[src/rtl/byp_pkg.sv]
package byp_pkg;
  typedef enum logic [1:0] {
    ST_IDLE  = 2'd0,
    ST_PROBE = 2'd1,
    ST_WAIT  = 2'd2,
    ST_DONE  = 2'd3
  } byp_state_e;
endpackage

[src/rtl/byp_score.sv]
module byp_score #(
  parameter int CNT_W   = 4,
  parameter int SPAT_W  = 2,
  parameter int SCORE_W = 4,
  parameter int SHIFT   = 2
) (
  input  logic               rw_mode,
  input  logic [CNT_W-1:0]   reads,
  input  logic [CNT_W-1:0]   writes,
  input  logic [CNT_W-1:0]   hot,
  input  logic [SPAT_W-1:0]  spatial,
  output logic [SCORE_W-1:0] score
);
  localparam int BASE_W  = (CNT_W > SPAT_W) ? CNT_W : SPAT_W;
  localparam int RAW_W   = BASE_W + 3;
  localparam int MAX_VAL = (1 << SCORE_W) - 1;

  logic [RAW_W-1:0] raw;
  logic [RAW_W-1:0] wterm;
  logic [RAW_W-1:0] shifted;

  always_comb begin
    wterm   = rw_mode ? (RAW_W'(writes) << 1) : '0;
    raw     = RAW_W'(reads) + RAW_W'(hot) + (RAW_W'(spatial) << 1) + wterm;
    shifted = raw >> SHIFT;
    if (shifted > RAW_W'(MAX_VAL)) score = SCORE_W'(MAX_VAL);
    else                           score = shifted[SCORE_W-1:0];
  end
endmodule

[src/rtl/byp_level_avg.sv]
module byp_level_avg #(
  parameter int SCORE_W    = 4,
  parameter int AVG_FRAC   = 3,
  parameter int INIT_LEVEL = 8
) (
  input  logic               clk,
  input  logic               rst_n,
  input  logic               upd_en,
  input  logic [SCORE_W-1:0] upd_score,
  output logic [SCORE_W-1:0] level
);
  localparam int AVG_W = SCORE_W + AVG_FRAC;

  logic [AVG_W-1:0] avg_q;
  logic [AVG_W-1:0] avg_d;
  logic [AVG_W:0]   sum;

  always_comb begin
    sum   = {1'b0, avg_q} - {1'b0, (avg_q >> AVG_FRAC)} + (AVG_W+1)'(upd_score);
    avg_d = avg_q;
    if (upd_en) avg_d = sum[AVG_W-1:0];
  end

  always_ff @(posedge clk or negedge rst_n) begin
    if (!rst_n) avg_q <= AVG_W'(INIT_LEVEL << AVG_FRAC);
    else        avg_q <= avg_d;
  end

  assign level = avg_q[AVG_W-1:AVG_FRAC];
endmodule

[src/rtl/byp_stats.sv]
module byp_stats #(
  parameter int NUM    = 2,
  parameter int STAT_W = 16
) (
  input  logic                         clk,
  input  logic                         rst_n,
  input  logic [NUM-1:0]               inc,
  output logic [NUM-1:0][STAT_W-1:0]   counts
);
  for (genvar g = 0; g < NUM; g++) begin : g_cnt
    logic [STAT_W-1:0] cnt_q;
    logic [STAT_W-1:0] cnt_d;
    always_comb begin
      cnt_d = cnt_q;
      if (inc[g]) cnt_d = cnt_q + STAT_W'(1);
    end
    always_ff @(posedge clk or negedge rst_n) begin
      if (!rst_n) cnt_q <= '0;
      else        cnt_q <= cnt_d;
    end
    assign counts[g] = cnt_q;
  end
endmodule

[src/rtl/byp_decide_unit.sv]
module byp_decide_unit
  import byp_pkg::*;
#(
  parameter int CNT_W      = 4,
  parameter int SPAT_W     = 2,
  parameter int SCORE_W    = 4,
  parameter int SHIFT      = 2,
  parameter int AVG_FRAC   = 3,
  parameter int INIT_LEVEL = 8,
  parameter int MARGIN     = 2,
  parameter int STAT_W     = 16
) (
  input  logic               clk,
  input  logic               rst_n,
  input  logic               score_rw,
  input  logic               req_valid,
  output logic               req_ready,
  input  logic [CNT_W-1:0]   req_reads,
  input  logic [CNT_W-1:0]   req_writes,
  input  logic [CNT_W-1:0]   req_hot,
  input  logic [SPAT_W-1:0]  req_spatial,
  output logic               probe_valid,
  input  logic               probe_ready,
  input  logic               victim_valid,
  input  logic [SCORE_W-1:0] victim_score,
  output logic               dec_valid,
  input  logic               dec_ready,
  output logic               dec_install,
  output logic               dec_probed,
  output logic [SCORE_W-1:0] dec_score,
  output logic [SCORE_W-1:0] thr_level,
  output logic [STAT_W-1:0]  l1_count,
  output logic [STAT_W-1:0]  l2_count
);
  localparam int CMP_W = SCORE_W + 2;

  byp_state_e         state_q, state_d;
  logic [SCORE_W-1:0] score_q, score_d;
  logic               install_q, install_d;
  logic               probed_q, probed_d;
  logic [SCORE_W-1:0] new_score;
  logic               below_band, above_band;
  logic               dec_fire;
  logic [1:0][STAT_W-1:0] stat_counts;

  byp_score #(
    .CNT_W(CNT_W), .SPAT_W(SPAT_W), .SCORE_W(SCORE_W), .SHIFT(SHIFT)
  ) u_score (
    .rw_mode(score_rw),
    .reads(req_reads),
    .writes(req_writes),
    .hot(req_hot),
    .spatial(req_spatial),
    .score(new_score)
  );

  always_comb begin
    below_band = (CMP_W'(new_score) + CMP_W'(MARGIN)) < CMP_W'(thr_level);
    above_band = CMP_W'(new_score) > (CMP_W'(thr_level) + CMP_W'(MARGIN));
  end

  always_comb begin
    state_d   = state_q;
    score_d   = score_q;
    install_d = install_q;
    probed_d  = probed_q;
    unique case (state_q)
      ST_IDLE: begin
        if (req_valid) begin
          score_d = new_score;
          if (below_band) begin
            install_d = 1'b0;
            probed_d  = 1'b0;
            state_d   = ST_DONE;
          end else if (above_band) begin
            install_d = 1'b1;
            probed_d  = 1'b0;
            state_d   = ST_DONE;
          end else begin
            probed_d  = 1'b1;
            state_d   = ST_PROBE;
          end
        end
      end
      ST_PROBE: begin
        if (probe_ready) state_d = ST_WAIT;
      end
      ST_WAIT: begin
        if (victim_valid) begin
          install_d = score_q > victim_score;
          state_d   = ST_DONE;
        end
      end
      ST_DONE: begin
        if (dec_ready) state_d = ST_IDLE;
      end
      default: state_d = ST_IDLE;
    endcase
  end

  always_ff @(posedge clk or negedge rst_n) begin
    if (!rst_n) begin
      state_q   <= ST_IDLE;
      score_q   <= '0;
      install_q <= 1'b0;
      probed_q  <= 1'b0;
    end else begin
      state_q   <= state_d;
      score_q   <= score_d;
      install_q <= install_d;
      probed_q  <= probed_d;
    end
  end

  assign req_ready   = (state_q == ST_IDLE);
  assign probe_valid = (state_q == ST_PROBE);
  assign dec_valid   = (state_q == ST_DONE);
  assign dec_install = install_q;
  assign dec_probed  = probed_q;
  assign dec_score   = score_q;
  assign dec_fire    = dec_valid && dec_ready;

  byp_level_avg #(
    .SCORE_W(SCORE_W), .AVG_FRAC(AVG_FRAC), .INIT_LEVEL(INIT_LEVEL)
  ) u_avg (
    .clk(clk),
    .rst_n(rst_n),
    .upd_en(dec_fire),
    .upd_score(score_q),
    .level(thr_level)
  );

  byp_stats #(.NUM(2), .STAT_W(STAT_W)) u_stats (
    .clk(clk),
    .rst_n(rst_n),
    .inc({dec_fire && probed_q, dec_fire && !probed_q}),
    .counts(stat_counts)
  );

  assign l1_count = stat_counts[0];
  assign l2_count = stat_counts[1];
endmodule

[config.mk]
export PLATFORM = sky130hd
export DESIGN_NAME = byp_decide_unit
export DESIGN_NICKNAME = d
export VERILOG_FILES = /design/src/rtl/byp_pkg.sv /design/src/rtl/byp_score.sv /design/src/rtl/byp_level_avg.sv /design/src/rtl/byp_stats.sv /design/src/rtl/byp_decide_unit.sv
export SDC_FILE = /design/constraint.sdc
export NUM_CORES = 1
export LEC_CHECK = 0
export BUFFER_PORTS_ARGS = -buffer_cell sky130_fd_sc_hd__buf_2
export CORE_MARGIN = 2
export CORE_UTILIZATION = 54
export CTS_CLUSTER_DIAMETER = 50
export DETAILED_ROUTE_END_ITERATION = 10
export PLACE_DENSITY_LB_ADDON = 0.2
export SYNTH_ARGS = -nofsm -noshare
export SYNTH_HDL_FRONTEND = slang
export SYNTH_SLANG_ARGS = --single-unit
[constraint.sdc]
create_clock -name clk -period 4.2 [get_ports clk]
set_input_delay 0.84 -clock clk [delete_from_list [all_inputs] [get_ports clk]]
set_output_delay 0.84 -clock clk [all_outputs]
set_load 0.05 [all_outputs]
==> impl_metrics.yaml, run 1 <==
logic_synthesis:
  syn_avg_cell_area_um2: 9.89
  synth.area.top_cells: "dfrtp_1, ha_1, xnor2_1, inv_1, fa_1"
  post_synth_inst_count: 327
  yosys_most_used_dff: "dfrtp_1"
  syn_nets: 394
  synth_top_area_cell: "dfrtp_1"
  synthesis.yosys.warnings: 0
  post_synth_instance_area_mm2: 0.00324
  synth_enable_flop_cells: 0
  async_flop_share_pct: 100
  yosys.cell_types.count: 58
  synth_top_area_share_pct: 35.6
  fraction_of_the_yosys_area_taken_by_sequential_cells_pct: 36.4
  ys_seq_elements: 47
timing:
  finalWorstSetupSlack_ns: -0.114
  final-setup-viol-count: 2
  grt_setup_unrepaired: "true"
  slew_violations: 0
  timing.final.crit_share_pct: 103
  finalHoldViolCount: 0
  finalClockSkew_ns: 0.0112
  worst_slew_pin_slew_ns: 1.07
  timing.max_slew.rel_slack_pct: 28.7
  timing.setup.tns_ns: -0.126
  layout_min_cycle_time_ns: 4.31
  maxClockFrequency_mhz: 232
finish:
  diodes: 0
  layout.cells.non_filler: 488
  fillCellCount: 465
  flow.area_growth_from_synthesis_pct: 24.4
  utilization_pct: 68.8
  layout.nets: 479
  post_route_cells_drive_above_1_share_pct: 32.0
  area_of_all_placed_cells_without_fillers_mm2: 0.00403
cts:
  clock_tree.htree_level_count: 2
  clock_sink_count: 47
  clock_insertion_delay_worst_skew_ns: 0.30
  tritoncts.num_buffers: 5
  worst_setup_hold_path_clk_slew_ns: 0.10
  clock_tree.root_cell: "clkbuf_8"
  cts_max_path_buffers: 2
  tritoncts: "built"
hold_path:
  worstHoldPathType: "reg2reg"
  timing.hold.worst.start: "u_stats.g_cnt[0].cnt_q[15]"
grt:
  grt_start_max_net_pins: 48
  grt_usage_pct: 22.2
  vias_in_the_first_global_route: 2471
  antenna_found_initial: 0
  total_grt_overflow: 0
  grt_pass1_wl_mm: 11.4
critical_path:
  crit-reg2reg-launch: "u_avg.avg_q[4]"
  crit_path_start: "req_hot[0]"
  worst_setup_path_start_kind: "input port"
  worst_ep_required_time_ns: 4.42
  timing.critical_path.slowest_stage_cell: "fa_1"
  path_delay_family: "adder cells"
  worst-path-buf-inv: 1
  maximum_fanout_count_along_the_critical_path: 4
  element_type_at_the_critical_path_end: "flop"
  critical-path-max-stage-delay_ns: 0.50
  path_class: "in2reg"
  worst_path_cell_chain: "buf_6 > nand2_4 > fa_2 > xnor2_2 > fa_1 > ha_4 > fa_2 > a21o_2 > a21o_1 > ha_2 > xnor2_2 > ha_4 > nor4b_4 > and3_4 > nor3_2 > or4_4 > a22oi_2"
  arrival_ns: 4.53
route:
  detailed_routed_wire_length_on_met3_um: 338
  topRoutingLayerUsed: "met4"
  drtIter0Drc: 120
  vias_per_cell: 5.40
  drc: 0
  wl_met1_mm: 3.27
  avgRoutedWirePerCell_um: 14.8
  met2RoutedLength_mm: 3.55
  ant_nets: 0
  routed_wirelength_mm: 7.21
  num_vias: 2635
  drt_first_pass_iters: 4
die:
  placeableCoreArea_mm2: 0.00585
  placement_rows: 28
  floorplan.die.width_um: 81.4
  die_height_um: 81.4
  pin_count: 70
  start_util_pct: 55.3
  fp.dieArea_mm2: 0.00663
power_and_ir_drop:
  power_per_cell_area_mw_per_mm2: 749
  max-vdd-ir-drop_v: 0.000598
  total_leakage_power_nw: 2.07
  report.power.total_w: 0.00302
place:
  dp.cells: 480
  dpl.hpwl_mm: 5.38
  dpl_cell_area_mm2: 0.00380
  portBuffers: 69
  gp_routability_congestion: 0.884
job:
  reported_max_cap_violation_count: 0
status:
  status: "complete, but fails checks"
  violations: "negative setup slack"
## per-stage QoR
step	setup slack [ns]	hold slack (ns)
after floorplan	-0.355	0.450
after global placement	-0.448	0.455
after detailed placement	-0.581	0.466
after CTS	-0.122	0.484
after global routing	-0.259	0.500
final	-0.114	0.480
## cells in the final DEF, fill, tap and decap left out, types with 7 or more instances in the layout
master    n
ha_1     31
nand3_1  11
o21ai_0  11
and2_1   10
nand2_1  23
xnor2_1  23
nor2_1   18
dfrtp_1  46
xor2_1   10
inv_1    39
buf_2    67
a21oi_1   7
nand4_1   8
buf_4    17
## final cells by class
cell class	count	area, µm²	share of cell area, %
sequential	47	1180	29.2
multi-input combinational	232	2000	49.8
clock inverter	3	46.3	1.15
tap	75	93.8	2.33
inverter	40	150	3.73
timing repair buffer	86	485	12.1
clock buffer	5	68.8	1.71
## sequential cells by signal, indices dropped and copies added, names as in the netlist
signal,flops
dec_score,4
dec_probed,1
state_q,2
u_avg.avg_q,7
dec_install,1
u_stats.g_cnt.cnt_q,32
## final timing paths
check / end / cells after the start / slack, ns
worst max-delay path: dec_install / 17 / -0.11
worst min-delay path: u_stats.g_cnt[0].cnt_q[15] / 1 / 0.48
worst max register to register: u_avg.avg_q[6] / 7 / 1.62
worst min register to register: u_stats.g_cnt[0].cnt_q[15] / 1 / 0.48
max in group asynchronous: u_avg.avg_q[3] / 1 / 2.81
min in group asynchronous: u_stats.g_cnt[0].cnt_q[2] / 1 / 0.71
## Yosys cell counts (all sizes together) (6+ instances only)
cell and instances:
dfrtp 46, inv 40, ha 35, xnor2 25
nand2 24, nor2 18, o21ai 14, nand3 11
a21oi 10, and2 10, xor2 10, nand4 8
a21o 7, fa 7, buf 6
## what timing repair did
item / 4_1_cts / 5_1_grt
endpoints found under the setup margin: 3 / 3
hold buffers: 0 / 0
setup buffers: 0 / 0
gates cloned: 0 / 0
resized for setup: 7 / 13
pin swaps: 6 / 3
## cell families (layout without fill, tap and decap cells)
family                   count (synthesis)  in the layout  share of synthesized area, %
AND/OR/NAND/NOR                         99             99                          16.7
AO/OA/AOI/OAI                           52             52                          11.8
buffers and inverters                   48            134                          6.30
flip-flops                              47             47                          36.4
adder cells (fa/ha/maj)                 42             42                          17.9
XOR/XNOR                                35             35                          9.47
multiplexers                             4              4                          1.51
## power by group
part | switching, W | leakage (nW) | internal, W
logic | 0.00117 | 1.42 | 0.000801
registers | 0.000135 | 0.599 | 0.000565
clock network | 0.000165 | 0.0548 | 0.000180
## layer usage
layer / vias to the layer above / GRT usage [%]
met3: 6 / 3.44
met2: 74 / 37.6
li1: 1287 / -
met4: 0 / 4.41
met5: - / 0
met1: 1268 / 30.2
(Power assumes the default switching activity.)
==> run 2: changes to the inputs <==
ABC_AREA = 1   (was not set)
CELL_PAD_IN_SITES_DETAIL_PLACEMENT = 1   (was not set)
CELL_PAD_IN_SITES_GLOBAL_PLACEMENT = 2   (was not set)
CORE_UTILIZATION = 35   (was 54)
GPL_TIMING_DRIVEN = 0   (was not set)
==> run 2 against run 1 <==
  * The flow now finishes without violations
  * Global-route usage fell by 6.1 points
  * First-iteration DRC count fell by 53%
  * Critical path depth rose by 6
  * Maximum frequency rose by 9.2%
==> impl_metrics.yaml, run 2 <==
die:
  fp.dieArea_mm2: 0.0100
  placement_rows: 35
  floorplan.die.width_um: 100
  start_util_pct: 35.4
  pin_count: 70
  placeableCoreArea_mm2: 0.00911
  die_height_um: 100
timing:
  timing.max_slew.rel_slack_pct: 27.5
  timing.final.crit_share_pct: 94.0
  finalWorstSetupSlack_ns: 0.251
  finalClockSkew_ns: 0.00693
  final-setup-viol-count: 0
  finalHoldViolCount: 0
  worst_slew_pin_slew_ns: 1.09
  grt_setup_unrepaired: "false"
  timing.setup.tns_ns: 0
  slew_violations: 0
  maxClockFrequency_mhz: 253
  layout_min_cycle_time_ns: 3.95
logic_synthesis:
  async_flop_share_pct: 100
  post_synth_inst_count: 371
  yosys_most_used_dff: "dfrtp_1"
  ys_top_cells_by_count: "nand2_1, inv_1, dfrtp_1, ha_1"
  syn_nets: 438
  ys_seq_elements: 47
  yosys.cell_types.count: 32
  synth_top_area_share_pct: 35.7
  fraction_of_the_yosys_area_taken_by_sequential_cells_pct: 36.5
  syn_avg_cell_area_um2: 8.70
  synthesis.yosys.warnings: 0
  synth.area.top_cells: "dfrtp_1, ha_1, nand2_1, inv_1, xor2_1"
  synth_top_area_cell: "dfrtp_1"
  synth_enable_flop_cells: 0
  post_synth_instance_area_mm2: 0.00323
  leading_cell_type_by_number_of_instances_after_synthesis: "nand2_1"
cts:
  tritoncts: "built"
  clock_sink_count: 47
  tritoncts.num_buffers: 5
  cts_max_path_buffers: 2
  clock_insertion_delay_worst_skew_ns: 0.31
  clock_tree.root_cell: "clkbuf_8"
  clock_tree.htree_level_count: 2
  worst_setup_hold_path_clk_slew_ns: 0.09
  cts-hold-fix-buffers: 0
finish:
  largest_register_ff_count: 32
  layout.nets: 516
  mostFrequentLayoutCells: "nand2_1, buf_2, inv_1"
  largest-register: "u_stats.g_cnt.cnt_q"
  post_route_cells_drive_above_1_share_pct: 27.1
  fillCellCount: 1117
  diodes: 0
  flow.area_growth_from_synthesis_pct: 22.1
route:
  ant_nets: 0
  vias_per_cell: 4.70
  drtIter0Drc: 57
  drc: 0
  drt_first_pass_iters: 4
  routed_wirelength_mm: 7.52
  avgRoutedWirePerCell_um: 13.4
  num_vias: 2636
place:
  gp_routability_congestion: 0.771
  pre_cts_ws_ns: -0.526
  portBuffers: 69
  dpl.hpwl_mm: 5.97
hold_path:
  worstHoldPathType: "reg2reg"
critical_path:
  maximum_fanout_count_along_the_critical_path: 5
  crit_path_start: "req_hot[1]"
  crit-reg2reg-launch: "dec_score[2]"
  element_type_at_the_critical_path_end: "flop"
  arrival_ns: 4.20
  worst_ep_required_time_ns: 4.45
  timing.reg2reg.worst_path_depth: 13
  r2r-end: "u_avg.avg_q[5]"
  path_class: "in2reg"
  crit_end: "dec_install"
  worst_setup_path_start_kind: "input port"
  ff2ff_setup_slack_ns: 1.73
status:
  status: "complete, no violations"
power_and_ir_drop:
  total_leakage_power_nw: 2.25
  report.power.total_w: 0.00289
  pwr-share-clk_pct: 12.3
  cellInternalPower_w: 0.00139
  switching_share_pct: 52.0
  power.sequential.fraction_pct: 24.5
  max-vdd-ir-drop_v: 0.000265
  combinationalPowerShare_pct: 63.2
  power.switching_w: 0.00150
  power_per_cell_area_mw_per_mm2: 733
job:
  reported_max_cap_violation_count: 0
grt:
  grt_pass1_wl_mm: 12.9
  grt_usage_pct: 16.1
  grt_start_max_net_pins: 48
  total_grt_overflow: 0
  antenna_found_initial: 0
  vias_in_the_first_global_route: 2752
-- run 2: cell count changes after synthesis, moves of 4 or more --
cell     change
inv_1       +25
a21o_1       -5
nand2_1     +52
xnor2_1      -9
and2_1      -10
nor2_4       +4
xor2_1       +8
nand3_1      +7
nor2_1       -5
inv_2        +5
-- run 2: worst max-delay path, stage by stage --
cell     delay [ns]
buf_2          0.09
inv_1          0.05
fa_2           0.41
xnor2_2        0.20
fa_1           0.48
ha_4           0.20
fa_2           0.37
nand2_2        0.11
nand2_4        0.06
nand2_4        0.10
nand2_4        0.07
ha_4           0.24
ha_4           0.26
inv_2          0.03
nor2_1         0.09
nand3_1        0.08
nand2_1        0.07
nand2_1        0.06
nand3_2        0.09
nand3_2        0.11
nand2_1        0.09
nand2_1        0.05
nand2_1        0.05
-- run 2: area by class of cell --
cell class	instances	area (µm²)	share of cell area, %
buffer	5	33.8	0.857
multi-input combinational	249	1850	47.0
timing repair buffer	71	360	9.14
tap	111	139	3.52
clock buffer	6	82.6	2.10
clock inverter	2	35.0	0.889
inverter	70	263	6.67
sequential	47	1180	29.9
-- run 2: layer usage --
metal	global-route usage, %	routed length (µm)
met3	2.02	198
met4	5.58	148
met2	28.4	3740
met5	0	0
met1	20.4	3430
-- run 2: worst min-delay path by stage --
stage / cells after the start / end / from
floorplan: 2 / u_avg.avg_q[1] / u_avg.avg_q[1]
finish: 1 / u_stats.g_cnt[1].cnt_q[15] / u_stats.g_cnt[1].cnt_q[15]
detailed placement: 1 / u_stats.g_cnt[1].cnt_q[15] / u_stats.g_cnt[1].cnt_q[15]
CTS: 1 / u_stats.g_cnt[1].cnt_q[15] / u_stats.g_cnt[1].cnt_q[15]
global placement: 1 / u_stats.g_cnt[1].cnt_q[15] / u_stats.g_cnt[1].cnt_q[15]
global route: 1 / u_stats.g_cnt[1].cnt_q[15] / u_stats.g_cnt[1].cnt_q[15]
-- run 2: logic make-up after synthesis --
family / synth area share (%)
xor gates and xnor gates: 9.23
AOI/OAI and AO/OA: 6.09
adders and majority gates: 17.9
DFF: 36.5
buffers and inverters: 9.19
and+or+nand+nor: 21.1
-- run 2: what timing repair did --
action,in CTS,in global routing
endpoints found under the setup margin,3,3
pin swaps,0,17
buffers inserted,0,2
gates resized for setup,5,14
-- run 2: per-stage QoR --
stage | instance area, µm² | util [%] | std cells | hold slack (ns)
floorplan | 3230 | - | 371 | 0.453
global placement | 3720 | 40.8 | 551 | 0.451
detailed placement | 3720 | 40.8 | 551 | 0.474
CTS | 3860 | 42.3 | 559 | 0.487
global route | 3940 | 43.3 | 561 | 0.497
finish | 3940 | 43.3 | 561 | 0.476
-- run 2: power groups by stage --
stage,Sequential (W),Clock (W),Combinational [W]
finish,0.000708,0.000356,0.00183
global route,0.000730,0.000383,0.00210
CTS,0.000711,0.000369,0.00180
detailed placement,0.000721,0,0.00178
global placement,0.000718,0,0.00169
floorplan,0.000890,0,0.00115
